`src/rtl/rx_fifo_trig.sv`:
```
module rx_fifo_trig #(
  parameter int DEPTH = 16,
  parameter int DW    = 8
) (
  input  logic          clk,
  input  logic          rst_n,
  input  logic          push_valid,
  input  logic [DW-1:0] push_data,
  input  logic          push_perr,
  input  logic          push_ferr,
  input  logic          push_brk,
  input  logic          pop,
  input  logic          lsr_read,
  input  logic          ctrl_wr,
  input  logic [7:0]    ctrl_data,
  output logic [DW-1:0] rd_data,
  output logic          rx_ready,
  output logic          overrun,
  output logic          err_parity,
  output logic          err_framing,
  output logic          err_break,
  output logic          trig_hit
);
  localparam int AW = $clog2(DEPTH);
  localparam int CW = AW + 1;
  localparam int EW = DW + 3;

  logic [EW-1:0] mem [DEPTH];
  logic [AW-1:0] rd_ptr, wr_ptr;
  logic [CW-1:0] count, cap, thr;
  logic [1:0]    trig_sel;
  logic          fifo_en, ovr_q;
  logic [EW-1:0] head;

  assign cap = fifo_en ? CW'(DEPTH) : CW'(1);

  wire empty   = (count == '0);
  wire full    = (count == cap);
  wire flush   = ctrl_wr && (ctrl_data[1] || (ctrl_data[0] != fifo_en));
  wire pv      = push_valid && !flush;
  wire do_pop  = pop && !empty && !flush;
  wire accept  = pv && (!full || do_pop);
  wire clobber = pv && full && !do_pop && !fifo_en;
  wire lost    = pv && full && !do_pop && fifo_en;

  always_comb begin
    case (trig_sel)
      2'b00:   thr = CW'(1);
      2'b01:   thr = CW'(4);
      2'b10:   thr = CW'(8);
      default: thr = CW'(14);
    endcase
  end

  always_ff @(posedge clk or negedge rst_n) begin
    if (!rst_n) begin
      fifo_en  <= 1'b0;
      trig_sel <= 2'b00;
    end else if (ctrl_wr) begin
      fifo_en  <= ctrl_data[0];
      trig_sel <= ctrl_data[7:6];
    end
  end

  always_ff @(posedge clk or negedge rst_n) begin
    if (!rst_n) begin
      rd_ptr <= '0;
      wr_ptr <= '0;
      count  <= '0;
    end else if (flush) begin
      rd_ptr <= '0;
      wr_ptr <= '0;
      count  <= '0;
    end else begin
      if (accept) wr_ptr <= wr_ptr + 1'b1;
      if (do_pop) rd_ptr <= rd_ptr + 1'b1;
      count <= count + CW'(accept) - CW'(do_pop);
    end
  end

  always_ff @(posedge clk or negedge rst_n) begin
    if (!rst_n)              ovr_q <= 1'b0;
    else if (clobber || lost) ovr_q <= 1'b1;
    else if (lsr_read)       ovr_q <= 1'b0;
  end

  always_ff @(posedge clk) begin
    if (lsr_read && !empty) mem[rd_ptr][2:0] <= 3'b000;
    if (accept)       mem[wr_ptr] <= {push_data, push_brk, push_ferr, push_perr};
    else if (clobber) mem[rd_ptr] <= {push_data, push_brk, push_ferr, push_perr};
  end

  assign head        = mem[rd_ptr];
  assign rd_data     = head[EW-1:3];
  assign rx_ready    = !empty;
  assign overrun     = ovr_q;
  assign err_parity  = !empty && head[0];
  assign err_framing = !empty && head[1];
  assign err_break   = !empty && head[2];
  assign trig_hit    = fifo_en ? (count >= thr) : !empty;
endmodule

```
`config.mk`:
```
export PLATFORM = sky130hd
export DESIGN_NAME = rx_fifo_trig
export DESIGN_NICKNAME = d
export VERILOG_FILES = /design/src/rtl/rx_fifo_trig.sv
export SDC_FILE = /design/constraint.sdc
export NUM_CORES = 1
export LEC_CHECK = 0
export BUFFER_PORTS_ARGS = -buffer_cell sky130_fd_sc_hd__buf_2
export CAP_MARGIN = 10
export CELL_PAD_IN_SITES_DETAIL_PLACEMENT = 1
export CELL_PAD_IN_SITES_GLOBAL_PLACEMENT = 2
export CORE_MARGIN = 2
export CORE_UTILIZATION = 36
export CTS_CLUSTER_DIAMETER = 100
export DETAILED_ROUTE_END_ITERATION = 6
export GPL_ROUTABILITY_DRIVEN = 0
export GPL_TIMING_DRIVEN = 1
export PLACE_DENSITY = 0.73
export SYNTH_ARGS = -nofsm -noshare
export SYNTH_HDL_FRONTEND = slang
export SYNTH_SLANG_ARGS = --single-unit
```
`constraint.sdc`:
```
create_clock -name clk -period 3.4 [get_ports clk]
set_input_delay 0.17 -clock clk [delete_from_list [all_inputs] [get_ports clk]]
set_output_delay 0.17 -clock clk [all_outputs]
set_load 0.02 [all_outputs]
```
After elaboration in Yosys (flattened, before gate mapping)
Memories as Yosys holds them, arrays and structs flattened.
Cells that the tools add are included.
Storage, ports and cells
  register bits: 17
  bits in writable memories: 176
  input bits: 25
  logic and storage cells: 61
  memories: 1
Operators by class
  $add $sub $neg: 4
  magnitude comparators: 1
  eq/ne operators: 4
  muxes and demuxes: 18
  bitwise gates (word level): 1
  reductions and logical operators: 26
Memories
  mem: depth 16, width 11, read ports 1, clocked after memory_dff 0, write ports 2, RTL line 28  | logic [EW-1:0] mem [DEPTH];
Operator list (number)
  $mux W4: 4
  $logic_and A1 B1 Y1: 13
  $pmux W4 S3: 1
  $mux W1: 10
  $mux W5: 2
  $add A4 B1 Y4 const B: 2
  $reduce_bool A2 Y1: 3
  $add A5 B1 Y5: 1
  $eq A5 B5 Y1: 1
  $ge A5 B4 Y1: 1
  $logic_not A1 Y1: 5
  $logic_not A5 Y1: 1
  $sub A5 B1 Y5: 1
  $logic_or A1 B1 Y1: 3
  $mux W3: 1
  $eq A2 B1 Y1 const B: 1
  $eq A2 B2 Y1 const B: 1
  $logic_not A2 Y1: 1
  $ne A1 B1 Y1: 1
  $or A1 B1 Y1: 1

Depth between registers and ports, before layout
Gate-level depths: netlist (run 1).
  word-level depth: 12
  depth in mapped cells: 15
  gate-level depth less buffers: 15

Worst setup path before layout (run 1)
OpenSTA, ideal clock, no wires.
  kind: reg2reg
  start: register fifo_en
  end: register count[4]
  setup time: 134 ps
  arrival time: 2682 ps
  required time: 3266 ps
  setup slack: 584 ps
  stages on the path, launching flop included: 16
  path buffers: 3
  cell sequence: dfrtp_1 buf_4 xor2_1 o21a_1 clkbuf_1 clkbuf_1 nor2_1 ha_1 inv_1 ha_1 inv_1 fa_1 nor2b_1 o21bai_1 a21oi_1 nor3b_1
Between the ends
  longest elaborated chain between the ends: 10
RTL lines
  start, declared: RTL line 32  | logic fifo_en, ovr_q;
  start signal, assigned: RTL line 60  | fifo_en <= ctrl_data[0];
  branches (longest 9 deep; another with $add A5 B1 Y5)
  $mux W5 *: RTL line 70  | end else if (flush) begin
  end signal, assigned: RTL line 77  | count <= count + CW'(accept) - CW'(do_pop);
  end, declared: RTL line 30  | logic [CW-1:0] count, cap, thr;
Every way passes the cells marked *.
A chain may end at the register's enable or synchronous reset.

Worst setup path in the final report (run 1)
  start: register count[2]
  end: register count[4]
Between the ends
  longest elaborated chain between the ends: 9
RTL lines
  $logic_not A5 Y1: RTL line 37  | wire empty = (count == '0);
  $logic_not A1 Y1: RTL line 41  | wire do_pop = pop && !empty && !flush;
  $logic_and A1 B1 Y1 (2 in a row): RTL line 41
  $logic_or A1 B1 Y1: RTL line 42  | wire accept = pv && (!full || do_pop);
  $logic_and A1 B1 Y1: RTL line 42
  $add A5 B1 Y5: RTL line 77
  $sub A5 B1 Y5 *: RTL line 77
  $mux W5 *: RTL line 70
Mark *: on every way between the ends. The rest lies on a longest branch, timed or not.

==> results of run 1 <==
## area by class of cell
type	count	area [um^2]	share of cell area, %
Tap cell	319	399	4.06
Clock inverter	15	203	2.06
Clock buffer	17	425	4.33
Timing Repair Buffer	52	333	3.39
Multi-Input combinational cell	313	2690	27.3
Sequential cell	193	5710	58.1
Inverter	17	66.3	0.675
## cells by family (layout without fill, tap and decap cells)
logic type               count (synthesis)  in the layout  share of synthesized area, %
flip-flops                             193            193                          66.0
AND/OR/NAND/NOR                        137            137                          7.66
AO/OA/AOI/OAI                          102            102                          8.73
buffers and inverters                   60            101                          3.01
multiplexers                            50             50                          11.3
adder cells (fa/ha/maj)                 19             19                          2.83
XOR/XNOR                                 5              5                         0.506
## stage by stage
stage | cell area [um^2] | util (%) | power, uW | hold slack [ns]
final | 9830 | 41.7 | 6910 | 0.0240
after global placement | 9140 | 38.8 | 4900 | 0.131
after CTS | 9830 | 41.7 | 7000 | 0.0243
after global routing | 9830 | 41.7 | 7250 | 0.0552
after floorplan | 8660 | - | 4340 | -0.126
after detailed placement | 9140 | 38.8 | 4950 | 0.137
## metal layers
metal	share of wire, %	vias up
li1	-	2269
met1	45	2616
met2	50	117
met3	3.6	16
met4	1.2	0
met5	0	-
## critical path, stage by stage (launching register included)
cell and delay, ns:
dfrtp_1 0.43, inv_1 0.10, ha_1 0.17, nor4b_4 0.29, inv_4 0.11, nand2_1 0.14
nor2_1 0.06, ha_1 0.28, inv_1 0.06, ha_1 0.16, inv_1 0.06, fa_1 0.40
nor2b_1 0.17, o21bai_1 0.11, nand3_1 0.08, nor3b_1 0.20
## where the power goes
| group | total, uW | internal (uW) | switching [uW] |
|---|---|---|---|
| clock network | 2040 | 1010 | 1020 |
| logic | 1990 | 872 | 1120 |
| registers | 2880 | 2710 | 169 |
## path summary, 6_finish.rpt
| kind | endpoint | slack (ns) | depth (start not counted) |
|---|---|---|---|
| max | count[4] | 0.50 | 15 |
| max reg2reg | count[4] | 0.50 | 15 |
| min | trig_sel[0] | 0.02 | 2 |
| max in group asynchronous | rd_ptr[1] | 2.90 | 2 |
| min in group asynchronous | rd_ptr[2] | 0.18 | 2 |
| min reg2reg | overrun | 0.55 | 2 |
## state kept, by name, indices dropped and copies added, names as in the netlist
register / flops
mem: 176
count: 5
rd_ptr: 4
wr_ptr: 4
trig_sel: 2
fifo_en: 1
overrun: 1
## placed cells by master, fill, tap and decap left out, drive strengths merged, types with 3 or more instances in the layout
cell type	count
and2	8
ha	18
nand3	9
nand4	5
o21a	3
a31oi	16
mux4	38
nor3b	3
a32o	12
nor2	58
inv	24
clkinv	7
a31o	4
a22oi	20
o21ai	13
a21o	6
edfxtp	176
a22o	13
nand2	23
nor3	6
buf	46
dfrtp	17
a21oi	9
dlygate4sd3	6
clkbuf	17
nor2b	10
or3	4
mux2i	10
and3	7
xor2	3
==> impl_metrics.toml, run 1 <==
[power]
p_leak_uw = 0.00334
vdd_drop_max_mv = 0.367
pwr_density_cell_nw_per_um2 = 704

[global_routing]
grt_pass1_wl_um = 31300
grt_pass1_vias = 5409
gr-max-usage-layer = "met2"
met2_usage_pct = 26.9
grt_max_degree = 36
use_met3_pct = 3.41
antenna_found_initial = 0
grt_usage_pct = 16.2
grt_util_met1_pct = 21.4
grt_overflow_total = 0

[yosys]
synthesis.nets = 610
ys_types = 48
synth_top_area_share_pct = 61.0
seq_area_frac_synth_pct = 66.0
yosys_warnings = 0
ys.flop_type = "edfxtp_1"
synthArstFlopShare_pct = 8.81
synth.largest_area_cell = "edfxtp_1"
synthTopCellsByCount = "edfxtp_1, nor2_1, mux4_2"
syn-cell-area_um2 = 8660
synth-edff-count = 176
ys_top_cells_by_area = "edfxtp_1, mux4_2, dfrtp_1, ha_1, nor2_1"
synth_seq_cells = 193
syn_avg_cell_area_um2 = 15.3
synth_most_common_cell = "edfxtp_1"
syn_inst = 566

[finish]
area_growth_pct = 13.5
drive_gt1_share_pct = 21.1
nNetsFinal = 638
num_antenna_cells = 0
fillCellCount = 2417
stdcell_count = 926

[die]
core_area_um2 = 23500
dieWidth_um = 159
die_y_um = 159
start_util_pct = 36.8
die-area_um2 = 25300
num_rows = 56
io_pins = 39

[clock_network]
cts_hold_buf = 6
clock_sinks = 193
post-cts-setup-buffers = 0
h-tree-depth = 4
cts_tree = "built"
worstSkewPairLatency_ns = 0.44
cts_buffers = 17
path_clk_slew_ns = 0.08
cts_root_buf = "clkbuf_16"
clk_path_buf_depth = 2
postCtsResizedCells = 0

[setup_path]
start_kind = "flip-flop"
cp_max_fo = 8
end_kind = "flip-flop"
worstSetupPathType = "reg2reg"
cp.required_ns = 3.76
rr_startpoint = "count[2]"
arrival_ns = 3.26
startpoint = "count[2]"

[timing]
rsz0062_at_grt = "false"
fin_crit_ns = 2.90
max_freq_ghz = 0.345
maxSlewHeadroom_pct = 49.9
tns_ns = 0
worst_pin_slew_ns = 0.751
setup_viol = 0
slew_violations = 0
hold_violations = 0
clock_skew_ns = 0.0140
layout_setup_ws_ns = 0.498
min_period_over_period_pct = 85.4

[placement]
dp_cells = 888
dp_hpwl_um = 13700
dp_slack_ns = 0.492
io_buffers = 34

[min_path]
worst_hold_path_type = "in2reg"
hold_start = "ctrl_wr"

[job]
maxCapViolCount = 0

[run_status]
outcome = "complete, no violations"

[drt]
routed_via_density = 5.42
ant_nets = 0
routed_wl_um = 19600
first_pass_iters = 5
drc = 0
routedWlPerCell_um = 21.2
drt_iter0_drc = 371
via_count = 5018
Power figures use the tool's default switching activity.
==> run 2, diff against run 1 <==
clock period = 3 ns   (was 3.4 ns; I/O delays follow)
==> run 2 against run 1 <==
Against the previous run:
- the flow now finishes with violations (negative hold slack)
- non-clock buffer count is 3 higher
- largest cell class unchanged
- clock skew is 0.0035 ns higher
- global-route usage up 0.32 points
- largest power group unchanged
- first-iteration DRC count is 28% higher
- clock-buffer cell count unchanged
- wire length rose by 4.3%
- cell count up 0.32%
- die area did not move
- power up 14%
- critical endpoint unchanged
- highest routed layer unchanged
- register-to-register slack worse by 0.27 ns
- worst setup slack got worse by 0.27 ns
==> impl_metrics.toml, run 2 (synthesis gave the netlist of run 1 again) <==
[run_status]
outcome = "finished, violations left"
violations = "negative hold slack"

[drt]
ant_nets = 0
first_pass_iters = 5
drc = 0
routed_via_density = 5.53
via_count = 5137
drt_iter0_drc = 474
routed_wl_um = 20400
routedWlPerCell_um = 22.0

[clock_network]
path_clk_slew_ns = 0.08
post-cts-setup-buffers = 0
clock_sinks = 193
cts_buffers = 17
cts_root_buf = "clkbuf_16"
clk_path_buf_depth = 2
cts_tree = "built"
h-tree-depth = 4
worstSkewPairLatency_ns = 0.44

[setup_path]
cp.required_ns = 3.32
rrSetupSlack_ns = 0.22
worstSetupPathType = "reg2reg"
timing.rr.end = "count[4]"
cp_max_fo = 3
arrival_ns = 3.10
start_kind = "flip-flop"
rr_worst_depth = 15
rr_startpoint = "count[2]"
end_kind = "flip-flop"
startpoint = "count[2]"
cp-endpoint = "count[4]"

[finish]
largest_register_ffs = 176
final_cell_mix = "edfxtp_1, nor2_1, mux4_2"
largest_register = "mem"
utilization_pct = 41.8
reg_top3 = "mem: 176 flops, count: 5 flops"
drive_gt1_share_pct = 22.0
nNetsFinal = 641
area_growth_pct = 13.8
layout_commonest_cell = "edfxtp_1"
num_antenna_cells = 0

[global_routing]
antenna_found_initial = 0
grt_pass1_vias = 5479
grt_overflow_total = 0
grt_usage_pct = 16.5
grt_max_degree = 25
grt_pass1_wl_um = 32100

[power]
p_leak_uw = 0.00336
vdd_drop_max_mv = 0.344
totalPowerFinal_uw = 7880
pwr_density_cell_nw_per_um2 = 800

[timing]
min_period_over_period_pct = 92.5
slew_violations = 0
hold_ws_ns = -0.00110
fin_crit_ns = 2.78
tns_ns = 0
worst_pin_slew_ns = 0.711
maxSlewHeadroom_pct = 52.5
clock_skew_ns = 0.0176
max_freq_ghz = 0.360
hold_violations = 2
setup_viol = 0

[placement]
dp_hpwl_um = 13800
io_buffers = 34

[job]
maxCapViolCount = 0

[die]
io_pins = 39
die_y_um = 159
num_rows = 56
core_area_um2 = 23500
dieWidth_um = 159
die-area_um2 = 25300
start_util_pct = 36.8

[min_path]
worst_hold_path_type = "in2reg"
[run 2: layer usage]
metal | track usage, % | share of wire, % | vias up
met5 | 0 | 0 | -
met4 | 4.88 | 0.87 | 0
met3 | 2.76 | 4.6 | 14
met2 | 27.5 | 50 | 130
met1 | 22.4 | 45 | 2714
li1 | - | - | 2279
[run 2: worst min path at each step]
stage | from | to | slack [ns] | cells after the start
after floorplan | rst_n | count[0] | -0.15 | 0
after CTS | ctrl_wr | trig_sel[0] | 0.002 | 2
after global routing | ctrl_wr | trig_sel[0] | 0.01 | 2
final | ctrl_wr | trig_sel[1] | -0.001 | 2
after global placement | rst_n | rd_ptr[2] | 0.11 | 1
after detailed placement | rst_n | rd_ptr[2] | 0.12 | 1
[run 2: area by class of cell]
type / instances / area [um^2]
Clock buffer: 17 / 425
Clock inverter: 15 / 199
Fill cell: 2385 / 13700
Inverter: 17 / 66.3
Multi-Input combinational cell: 313 / 2690
Sequential cell: 193 / 5710
Tap cell: 319 / 399
Timing Repair Buffer: 55 / 353
[run 2: power by group]
part	switching, uW	internal, uW	total [uW]
Combinational	1280	1010	2300
Clock	1160	1150	2310
Sequential	190	3080	3270
Total	2640	5240	7880
[run 2: repair_timing]
action                                  CTS  global route
hold endpoints to repair                 21             0
hold buffers                              5             0
endpoints found under the setup margin    0             1
resized for setup                         0             2
[run 2: per-stage QoR]
| stage | hold slack (ns) | instances | area (um^2) | worst slack (ns) |
|---|---|---|---|---|
| global route | 0.0138 | 929 | 9850 | -0.00810 |
| global placement | 0.114 | 892 | 9170 | 0.291 |
| CTS | 0.00177 | 929 | 9840 | 0.195 |
| finish | -0.00110 | 929 | 9850 | 0.225 |
| detailed placement | 0.117 | 892 | 9170 | 0.206 |
| floorplan | -0.146 | 566 | 8660 | 0.184 |
[run 2: worst max-delay path, cell delays in order, from the launching register on]
cell      delay, ns
dfrtp_1        0.42
inv_1          0.10
ha_1           0.17
nor4b_4        0.29
inv_4          0.04
nand2_1        0.11
nor2_1         0.06
ha_1           0.26
inv_1          0.06
ha_1           0.18
inv_1          0.07
fa_1           0.42
nor2b_2        0.16
o21bai_1       0.09
a21oi_1        0.17
nor3b_1        0.07
==> run 3, diff against run 2 <==
CELL_PAD_IN_SITES_DETAIL_PLACEMENT = 0   (was 1)
==> run 3 against run 2 <==
Against the previous run:
- the flow now finishes without violations
- clock-buffer cell count did not move
- wire length down 6.7%
- design area hardly changed
- sequential power hardly changed
- die area did not move
- sequential cell count unchanged
- worst setup slack gained 0.081 ns
- cell count is 0.11% higher
- sequential share of layout area barely moved
- critical path type unchanged
- largest cell class unchanged
==> impl_metrics.toml, run 3 (synthesis gave the netlist of run 1 again) <==
[finish]
area_growth_pct = 13.7
multi_input_area_um2 = 2690
stdcell_count = 930
reg_top3 = "mem: 176 flops, count: 5 flops"
layout_commonest_cell = "edfxtp_1"
num_antenna_cells = 0
largest_register_ffs = 176
final_cell_mix = "edfxtp_1, nor2_1, mux4_2"
utilization_pct = 41.8
fillCellCount = 2185
nNetsFinal = 642
largest_register = "mem"
seqCellArea_um2 = 5710
drive_gt1_share_pct = 21.9

[die]
num_rows = 56
start_util_pct = 36.8
dieWidth_um = 159
core_area_um2 = 23500
die_y_um = 159
die-area_um2 = 25300
io_pins = 39

[job]
maxCapViolCount = 0

[timing]
maxSlewHeadroom_pct = 54.6
hold_violations = 0
slew_violations = 0
worst_pin_slew_ns = 0.679
rsz0062_at_grt = "false"
clock_skew_ns = 0.0198
tns_ns = 0
min_period_over_period_pct = 89.8
fin_crit_ns = 2.69
max_freq_ghz = 0.371
setup_viol = 0

[global_routing]
antenna_found_initial = 0
grt_pass1_vias = 5112
grt_pass1_wl_um = 29700
grt_max_degree = 25
grt_usage_pct = 15.3
grt_overflow_total = 0

[clock_network]
h-tree-depth = 4
cts_tree = "built"
clock_sinks = 193
cts_buffers = 17
path_clk_slew_ns = 0.08
clk_path_buf_depth = 2
worstSkewPairLatency_ns = 0.44
cts_root_buf = "clkbuf_16"
post-cts-setup-buffers = 0

[drt]
via_count = 5008
routed_wl_um = 19100
drc = 0
drt_iter0_drc = 443
routedWlPerCell_um = 20.5
first_pass_iters = 6
routed_via_density = 5.38
ant_nets = 0

[placement]
io_buffers = 34
dp_cells = 892
dp_hpwl_um = 12800

[setup_path]
crit_path_max_incr_delay_ns = 0.42
worstSetupPathType = "reg2reg"
rr_worst_depth = 15
end_kind = "flip-flop"
cp_max_fo = 3
rr_startpoint = "count[2]"
path_delay_family = "adder cells"
path_buf_inv = 4
timing.rr.end = "count[4]"
rrSetupSlack_ns = 0.31
start_kind = "flip-flop"
crit_chain = "inv_1, ha_1, nor4b_4, inv_4, nand2_1, nor2_1, ha_1, inv_1, ha_1, inv_1, fa_1, nor2b_2, o21bai_1, nand3_1, nor3b_1"
arrival_ns = 3.05
slowest_stage = "fa_1"
cp.required_ns = 3.35

[min_path]
hold_start = "ctrl_wr"
hold_depth = 2
worst_hold_path_type = "in2reg"
whs_endpoint = "trig_sel[0]"

[power]
vdd_drop_max_mv = 0.379
pwr_density_cell_nw_per_um2 = 788
p_leak_uw = 0.00335

[run_status]
outcome = "complete, no violations"
-- run 3: worst max-delay path by stage --
stage	from	endpoint	slack [ns]	cells after the start
3_3_place_gp	count[2]	count[4]	0.29	15
5_1_grt	count[2]	count[4]	0.02	15
4_1_cts	count[2]	count[4]	0.24	14
2_1_floorplan	fifo_en	count[4]	0.18	15
3_5_place_dp	count[2]	count[4]	0.26	14
6_report	count[2]	count[4]	0.31	15
-- run 3: repair_timing --
action	in CTS	in global routing
setup endpoints to repair	0	1
resized for setup	0	2
hold buffers	6	0
hold endpoints to repair	21	0
-- run 3: per-stage QoR --
| stage | hold slack [ns] | total power, uW | cell area (um^2) | setup slack [ns] |
|---|---|---|---|---|
| detailed placement | 0.127 | 5590 | 9170 | 0.264 |
| floorplan | -0.146 | 4920 | 8660 | 0.184 |
| global placement | 0.114 | 5570 | 9170 | 0.291 |
| CTS | 0.00961 | 7830 | 9840 | 0.242 |
| finish | 0.00581 | 7760 | 9850 | 0.306 |
| global route | 0.0304 | 8140 | 9850 | 0.0195 |
-- run 3: area by class of cell --
cell class	count	area share (%)
sequential	193	58.0
multi-input combinational	313	27.4
clock buffer	17	4.32
tap	319	4.05
timing repair buffer	56	3.68
clock inverter	15	1.89
inverter	17	0.673
-- run 3: power by group --
group / leakage, uW / switching, uW / total [uW] / internal [uW]
combinational: 0.00123 / 1240 / 2250 / 1010
clock: 0.000288 / 1120 / 2250 / 1130
sequential: 0.00184 / 181 / 3260 / 3080
total: 0.00335 / 2540 / 7760 / 5220
-- run 3: worst register-to-register path, cell delays in order (launching register included) --
cell and delay, ns:
dfrtp_1 0.41, inv_1 0.10, ha_1 0.16, nor4b_4 0.28
inv_4 0.05, nand2_1 0.11, nor2_1 0.06, ha_1 0.27
inv_1 0.06, ha_1 0.17, inv_1 0.07, fa_1 0.42
nor2b_2 0.14, o21bai_1 0.09, nand3_1 0.08, nor3b_1 0.17
-- run 3: routing by layer --
metal | GRT usage [%] | wire length (um) | vias to the layer above
met5 | 0 | 0 | -
met4 | 4.46 | 246 | 0
met3 | 3.13 | 900 | 21
met2 | 25.5 | 9380 | 159
met1 | 20.5 | 8550 | 2552
li1 | - | - | 2276
